## config.mk

```make
export PLATFORM = sky130hd
export DESIGN_NAME = rxs_train_xbar
export DESIGN_NICKNAME = d
export VERILOG_FILES = /design/src/rtl/rxs_pkg.sv /design/src/rtl/rxs_sched.sv /design/src/rtl/rxs_frag_fifo.sv /design/src/rtl/rxs_sink_merge.sv /design/src/rtl/rxs_train_xbar.sv
export SDC_FILE = /design/constraint.sdc
export NUM_CORES = 2
export LEC_CHECK = 0
export ABC_AREA = 1
export ABC_CLOCK_PERIOD_IN_PS = 3900
export BUFFER_PORTS_ARGS = -buffer_cell sky130_fd_sc_hd__buf_4
export CORE_ASPECT_RATIO = 1.1
export CORE_MARGIN = 3
export CORE_UTILIZATION = 35
export DETAILED_ROUTE_END_ITERATION = 10
export GPL_ROUTABILITY_DRIVEN = 1
export PLACE_DENSITY = 0.56
export RECOVER_POWER = 100
export SYNTH_ARGS = -nofsm -noshare
export SYNTH_HDL_FRONTEND = slang
export SYNTH_HIERARCHICAL = 1
export SYNTH_SLANG_ARGS = --single-unit
```

## constraint.sdc

```tcl
create_clock -name clk -period 3.9 [get_ports clk]
set_clock_uncertainty 0.2 [all_clocks]
set_input_delay 0.78 -clock clk [delete_from_list [all_inputs] [get_ports clk]]
set_output_delay 0.78 -clock clk [all_outputs]
set_load 0.005 [all_outputs]
```

## src/rtl/rxs_pkg.sv

```systemverilog
package rxs_pkg;
  localparam int NP = 4;
  localparam int PW = 2;
  typedef logic [PW-1:0] idx_t;

  // routing offset applied in each schedule step
  function automatic idx_t step_offset(idx_t step);
    case (step)
      2'd0:    return 2'd2;
      2'd1:    return 2'd1;
      2'd2:    return 2'd3;
      default: return 2'd0;
    endcase
  endfunction

  // sink index for a source under a given offset (mod 4 by width)
  function automatic idx_t sink_of(idx_t src, idx_t off);
    return src + off;
  endfunction
endpackage

```

## src/rtl/rxs_sched.sv

```systemverilog
module rxs_sched
  import rxs_pkg::*;
(
  input  logic          clk,
  input  logic          rst,
  input  logic          train_tick,
  input  logic [NP-1:0] acc,
  input  logic [NP-1:0] acc_last,
  output idx_t          step,
  output idx_t          offset,
  output logic [NP-1:0] block_start
);
  logic          pending;
  logic [NP-1:0] mid;

  always_ff @(posedge clk) begin
    if (rst) begin
      step    <= '0;
      pending <= 1'b0;
      mid     <= '0;
    end else begin
      for (int i = 0; i < NP; i++) begin
        if (acc[i]) mid[i] <= !acc_last[i];
      end
      if (pending && (mid == '0)) begin
        step    <= step + 1'b1;
        pending <= train_tick;
      end else if (train_tick) begin
        pending <= 1'b1;
      end
    end
  end

  assign offset      = step_offset(step);
  assign block_start = pending ? ~mid : '0;

  // the step only moves by one
  a_r3_single_step: assert property (@(posedge clk) disable iff (rst)
    (step != $past(step)) |-> (step == $past(step) + 2'd1));
  // the step only moves after a strobe was registered
  a_r3_needs_tick: assert property (@(posedge clk) disable iff (rst)
    (step != $past(step)) |-> $past(pending));
  // no source was mid-fragment when the switch happened
  a_r4_switch_idle: assert property (@(posedge clk) disable iff (rst)
    (step != $past(step)) |-> ($past(mid) == '0));
  // a blocked source never begins a fragment
  a_r4_no_start: assert property (@(posedge clk) disable iff (rst)
    ((block_start & acc) == '0));
endmodule

```

## src/rtl/rxs_frag_fifo.sv

```systemverilog
module rxs_frag_fifo #(
  parameter int W     = 12,
  parameter int DEPTH = 8
) (
  input  logic         clk,
  input  logic         rst,
  input  logic         wr_en,
  input  logic [W-1:0] wr_word,
  input  logic         wr_last,
  input  logic         rd_en,
  output logic [W-1:0] rd_word,
  output logic         rd_last,
  output logic         full,
  output logic         has_frag
);
  localparam int AW = (DEPTH > 1) ? $clog2(DEPTH) : 1;
  localparam int CW = AW + 1;

  logic [W:0]    mem [DEPTH];
  logic [AW-1:0] wp, rp;
  logic [CW-1:0] cnt, fcnt;

  function automatic logic [AW-1:0] bump(logic [AW-1:0] p);
    return (p == AW'(DEPTH - 1)) ? '0 : p + 1'b1;
  endfunction

  always_ff @(posedge clk) begin
    if (wr_en) mem[wp] <= {wr_last, wr_word};
  end

  assign {rd_last, rd_word} = mem[rp];

  always_ff @(posedge clk) begin
    if (rst) begin
      wp   <= '0;
      rp   <= '0;
      cnt  <= '0;
      fcnt <= '0;
    end else begin
      if (wr_en) wp <= bump(wp);
      if (rd_en) rp <= bump(rp);
      cnt  <= cnt + CW'(wr_en) - CW'(rd_en);
      fcnt <= fcnt + CW'(wr_en && wr_last) - CW'(rd_en && rd_last);
    end
  end

  assign full     = (cnt == CW'(DEPTH));
  assign has_frag = (fcnt != '0);

  // writes only land in free space
  a_r8_no_overflow: assert property (@(posedge clk) disable iff (rst)
    wr_en |-> !full);
  // reads only take stored beats
  a_r5_no_underflow: assert property (@(posedge clk) disable iff (rst)
    rd_en |-> (cnt != '0));
endmodule

```

## src/rtl/rxs_sink_merge.sv

```systemverilog
module rxs_sink_merge
  import rxs_pkg::*;
#(
  parameter int W     = 12,
  parameter int DEPTH = 8
) (
  input  logic            clk,
  input  logic            rst,
  input  logic [NP-1:0]   wr_en,
  input  logic [NP*W-1:0] wr_words,
  input  logic [NP-1:0]   wr_last,
  output logic [NP-1:0]   full,
  input  logic            out_ready,
  output logic            out_valid,
  output logic [W-1:0]    out_word,
  output logic            out_last,
  output idx_t            out_src
);
  logic [W-1:0]  head_word [NP];
  logic [NP-1:0] head_last;
  logic [NP-1:0] has_frag;
  logic [NP-1:0] rd_en;
  idx_t          sel;
  logic          load;

  for (genvar s = 0; s < NP; s++) begin : g_src
    rxs_frag_fifo #(.W(W), .DEPTH(DEPTH)) fifo_i (
      .clk      (clk),
      .rst      (rst),
      .wr_en    (wr_en[s]),
      .wr_word  (wr_words[s*W +: W]),
      .wr_last  (wr_last[s]),
      .rd_en    (rd_en[s]),
      .rd_word  (head_word[s]),
      .rd_last  (head_last[s]),
      .full     (full[s]),
      .has_frag (has_frag[s])
    );
    assign rd_en[s] = load && (sel == idx_t'(s));
  end

  assign load = (!out_valid || out_ready) && has_frag[sel];

  always_ff @(posedge clk) begin
    if (rst) begin
      out_valid <= 1'b0;
      out_word  <= '0;
      out_last  <= 1'b0;
      out_src   <= '0;
      sel       <= '0;
    end else if (load) begin
      out_valid <= 1'b1;
      out_word  <= head_word[sel];
      out_last  <= head_last[sel];
      out_src   <= sel;
      if (head_last[sel]) sel <= sel + 1'b1;
    end else if (out_ready) begin
      out_valid <= 1'b0;
    end
  end

  // a stalled beat holds steady
  a_r8_hold_stable: assert property (@(posedge clk) disable iff (rst)
    (out_valid && !out_ready) |=> (out_valid && $stable(out_word)
                                   && $stable(out_last) && $stable(out_src)));
  // a fragment is not interrupted by another source
  a_r6_contiguous: assert property (@(posedge clk) disable iff (rst)
    (out_valid && out_ready && !out_last) |=> (out_src == $past(out_src)));
endmodule

```

## src/rtl/rxs_train_xbar.sv

```systemverilog
module rxs_train_xbar
  import rxs_pkg::*;
#(
  parameter int DW    = 8,
  parameter int TW    = 4,
  parameter int DEPTH = 8
) (
  input  logic            clk,
  input  logic            rst,
  input  logic            train_tick,
  input  logic [3:0]      src_valid,
  output logic [3:0]      src_ready,
  input  logic [4*DW-1:0] src_data,
  input  logic [3:0]      src_last,
  input  logic [4*TW-1:0] src_tag,
  output logic [3:0]      snk_valid,
  input  logic [3:0]      snk_ready,
  output logic [4*DW-1:0] snk_data,
  output logic [3:0]      snk_last,
  output logic [4*TW-1:0] snk_tag,
  output logic [7:0]      snk_src
);
  localparam int W = DW + TW;

  idx_t            step, offset;
  logic [NP-1:0]   block_start;
  logic [NP-1:0]   acc;
  logic [NP*W-1:0] words;
  logic [NP-1:0]   full_m [NP];
  logic [NP-1:0]   wr_m   [NP];
  logic [W-1:0]    oword  [NP];

  assign acc = src_valid & src_ready;

  rxs_sched sched_i (
    .clk         (clk),
    .rst         (rst),
    .train_tick  (train_tick),
    .acc         (acc),
    .acc_last    (src_last),
    .step        (step),
    .offset      (offset),
    .block_start (block_start)
  );

  always_comb begin
    for (int s = 0; s < NP; s++) begin
      src_ready[s] = !block_start[s]
                     && !full_m[sink_of(idx_t'(s), offset)][s];
    end
  end

  for (genvar s = 0; s < NP; s++) begin : g_word
    assign words[s*W +: W] = {src_tag[s*TW +: TW], src_data[s*DW +: DW]};
  end

  for (genvar o = 0; o < NP; o++) begin : g_sink
    for (genvar s = 0; s < NP; s++) begin : g_route
      assign wr_m[o][s] = acc[s] && (sink_of(idx_t'(s), offset) == idx_t'(o));
    end

    rxs_sink_merge #(.W(W), .DEPTH(DEPTH)) merge_i (
      .clk       (clk),
      .rst       (rst),
      .wr_en     (wr_m[o]),
      .wr_words  (words),
      .wr_last   (src_last),
      .full      (full_m[o]),
      .out_ready (snk_ready[o]),
      .out_valid (snk_valid[o]),
      .out_word  (oword[o]),
      .out_last  (snk_last[o]),
      .out_src   (snk_src[o*2 +: 2])
    );

    assign snk_data[o*DW +: DW] = oword[o][DW-1:0];
    assign snk_tag[o*TW +: TW]  = oword[o][DW +: TW];
  end

  // each accepted beat lands in exactly one sink FIFO
  for (genvar s = 0; s < NP; s++) begin : g_chk
    a_r2_one_sink: assert property (@(posedge clk) disable iff (rst)
      acc[s] |-> $onehot({wr_m[3][s], wr_m[2][s], wr_m[1][s], wr_m[0][s]}));
  end
  // schedule starts at step 0 after reset
  a_r1_reset_step: assert property (@(posedge clk)
    $fell(rst) |-> (step == '0));
endmodule

```

==> metrics.md <==
| Metric | Value |
|---|---|
| Outcome | finished, violations left |
| Failing checks | max-capacitance violations, max-slew violations |
| Setup ws final | 0.05839 ns |
| # fillers | approximately 24k |
| RSZ-0062 raised after global routing | no |
| Vias per cell | 4.846 |
| Initial core utilization | 0.3532 |
| Detail Route met3 WL | between 10000 and 15000 um |
| CP Class | flop to flop |
| Initial antenna violation count | 11 |
| TritonCTS Buffers | 203 |
| Most used cell, CP | nor2_1 |
| Via count | ~58k |
| Slowest stage delay, CP | between 0.4 and 0.5 ns |
| Initial DRT Pass Iterations | 6 |
| CTS tree | yes |
| Worst-skew pair later-pin latency | about 0.85 ns |
| Fraction of registers with async set/reset | 0 |
| GP Congestion | 0.8592 |
| Synthesized area per cell | 10.55 um2 |
| Die ar. | around 260000 um2 |
| Clock transition at the registers of the reported paths | around 0.06 ns |
| Post-Synthesis Cells | approximately 8.3k |
| Hold Path Class | input pin to flop |
| Slew Viols, Final | between 1.5k and 2k |
| Most used DFF post-synth | edfxtp_1 |
| Hold path startpoint | snk_ready[2] |
| Post-Syn Nets | roughly 8.6k |
| Vert. Die Dim | 530.0 um |
| Fin crit share | 0.9850 |
| Synth warn | 6 |
| Max Freq | 260.3 MHz |
| Flop-to-flop setup slack | 0.06 ns |
| Residual DRC | 0 |
| Worst Max-Slew Pin Slew | 2.436 ns |
| FP Rows | 191 |
| Most frequent cells in the layout | nor2_1, edfxtp_1, nand2_1, o21ai_1, inv_1 |
| Drt wl/cell | 19.96 um |
| H-Tree Level Count | 4 |
| Grt ovf | 0 |
| Cell Chain, Critical Path | inv_1 > ha_1 > nor2_1 > nor2_1 > inv_2 > ha_1 > inv_1 > nand3_1 > nand2_1 > nand3_2 > nor2_1 > buf_4 > inv_1 > or2_2 > nor2_1 > buf_2 |
| CP arrival | 4.14 ns |
| Routed length on met1 | 100700 um |
| Detailed-route wire length | approximately 240000 um |
| Leak | 37.37 nW |
| Critical Path Source Type | flop |
| Core area | between 200000 and 250000 um2 |
| Reg-to-reg critical path endpoint | g_sink[1].merge_i/g_src[1].fifo_i/mem[4][1] |
| Largest net degree at the start of global routing | 69 |
| Finished Layout Cells | 11.95k |
| Yosys reg bits | roughly 2.0k |
| Top Metal Used | met4 |
| Worst hold path depth | 4 |
| Global-route usage over all layers | 0.1829 |
| Worst Reg-to-Reg Cells | 16 |
| Clock sink total | between 2k and 2.5k |
| Hold Vio Cnt, Final | 0 |
| IO buf count | 130 |
| Fraction of layout cells with a size suffix above 1 | 0.07899 |
| Crit path required time | approximately 4.2 ns |
| Min cycle time layout | 3.842 ns |
| Antenna viol nets, final | 0 |
| Longest Clk Path Bufs | 3 |
| Most common cell after layout, fill and taps aside | nor2_1 |
| Die width | just under 500 um |
| Setup TNS | 0 ns |
| Register area share after synthesis | 0.6524 |
| PD cells | 672.0 nW/um2 |
| Hpwl dp | 158700 um |
| Post-synth EDFFs | around 1.7k |
| # placed instances | 11.58k |
| Hold WS | approximately 0.11 ns |
| Fin nets | 8842 |
| Met2 WL post-DR | approximately 120000 um |
| Root Driver | clkbuf_16 |
| FF-to-FF Start | sched_i/step[0] |
| Crit. End Element | flop |
| First-pass GRT wire length | between 300000 and 400000 um |
| Cell family with most CP delay | simple AND/OR/NAND/NOR gates |
| Buf/Inv on CP | 6 |
| Slowest-stage cell, CP | nor2_1 |
| Setup Fix Bufs, Post-CTS | 0 |
| Cell Area, Synth | 87360 um2 |
| I/O pin count | 131 |
| Vias in the first global route | 56.28k |
| Distinct cells, synth | 26 |
| Rel. slew slack | -0.6239 |
| Worst-path maximum fanout | 13 |
| Worst vdd ir | 513.3 uV |
| Hold endpoint | g_sink[2].merge_i/out_valid |
| Cell count along the critical path | 16 |
| Setup violators final | 0 |
| Initial DRC Count | 4605 |
| MaxCap Viol Count | 52 |
| Post-Place Setup Slack | 0.09467 ns |
| Layout area overhead | 11.32% |
-- state kept, by name, indices dropped and copies added, names as in the netlist, named ones only --
name                              flops
g_sink.merge_i/out_last               4
g_sink.merge_i/sel                    8
sched_i/step                          2
g_sink.merge_i/g_src.fifo_i/cnt      64
g_sink.merge_i/out_valid              4
g_sink.merge_i/g_src.fifo_i/wp       48
g_sink.merge_i/g_src.fifo_i/mem    1664
g_sink.merge_i/out_word              48
g_sink.merge_i/out_src                8
sched_i/mid                           4
g_sink.merge_i/g_src.fifo_i/rp       48
g_sink.merge_i/g_src.fifo_i/fcnt     64
sched_i/pending                       1
-- area by class of cell --
| cell class | instances | area [um2] | share of cell area |
|---|---|---|---|
| inverter | 623 | 2464 | 0.02533 |
| sequential | 2015 | 57000 | 0.5861 |
| multi-input combinational | 5287 | 24740 | 0.2544 |
| clock buffer | 301 | 5936 | 0.06103 |
| timing repair buffer | 370 | 2205 | 0.02267 |
| clock inverter | 76 | 803.3 | 0.008259 |
| antenna | 1 | 2.502 | 0.00002573 |
| tap | 3281 | 4105 | 0.04221 |
-- logic make-up (layout without fill, tap and decap cells) --
kind of cell,count (synthesis),after routing,synth area share
xor gates and xnor gates,32,32,0.003208
and+or+nand+nor,3795,3795,0.1695
other,0,1,0
AOI/OAI and AO/OA,1181,1181,0.06834
buffers and inverters,976,1370,0.06385
adders and majority gates,279,279,0.04271
DFF,2015,2015,0.6524
-- metal layers --
layer	up-vias	GRT usage
met3	351	0.02551
met5	-	0
met4	0	0.06782
li1	28004	-
met2	1489	0.3128
met1	28086	0.2351
-- report_power, final --
| group | internal, mW | total, mW | leakage (nW) | switching [mW] |
|---|---|---|---|---|
| registers | 25.1 | 26.4 | 17.8 | 1.31 |
| logic | 5.65 | 19.3 | 16.2 | 13.7 |
| clock network | 11.3 | 19.6 | 3.30 | 8.34 |
-- worst max path at each step --
stage | to | startpoint
after floorplan | g_sink[0].merge_i/g_src[1].fifo_i/mem[0][0] | sched_i/step[0]
after global placement | g_sink[0].merge_i/g_src[1].fifo_i/mem[0][11] | sched_i/step[0]
after detailed placement | g_sink[0].merge_i/g_src[0].fifo_i/mem[2][4] | sched_i/step[0]
after CTS | g_sink[0].merge_i/g_src[1].fifo_i/mem[0][9] | sched_i/step[0]
after global routing | src_ready[3] | sched_i/step[0]
final | g_sink[1].merge_i/g_src[1].fifo_i/mem[4][1] | sched_i/step[0]
-- worst min-delay path, cell delays in order --
cell and delay, ns:
buf_4 0.11, nor2_1 0.06, inv_1 0.08, a21oi_1 0.07
-- stage by stage --
stage | cell area (um2) | util | power [mW]
after floorplan | 87360 | - | 39.53
after global placement | 91160 | 0.3686 | 46.04
after detailed placement | 91160 | 0.3686 | 46.41
after CTS | 97930 | 0.3959 | 66.16
after global routing | 97260 | 0.3932 | 69.05
final | 97260 | 0.3932 | 65.36
-- synth_stat cells, types with 32 or more instances --
master / count / area, um2
nor2_1: 2163 / 8119
edfxtp_1: 1664 / 49970
nand2_1: 1320 / 4955
o21ai_1: 796 / 3984
inv_1: 580 / 2177
dfxtp_1: 351 / 7027
ha_1: 247 / 3090
buf_6: 217 / 2444
nand3_1: 202 / 1011
o21ai_0: 184 / 920.9
a21oi_1: 153 / 765.7
buf_2: 68 / 340.3
clkbuf_1: 48 / 180.2
o22ai_1: 48 / 300.3
fa_1: 32 / 640.6
nor3_1: 32 / 160.2
xor2_1: 32 / 280.3
-- what timing repair did --
item / CTS / global route
setup endpoints to repair: 2 / 159
gates cloned: 0 / 0
resized for setup: 4 / 3
endpoints found under the hold margin: 1 / 0
pin swaps: 0 / 2
hold buffers: 1 / 0
No activity file was read; power rests on OpenSTA's default activity.
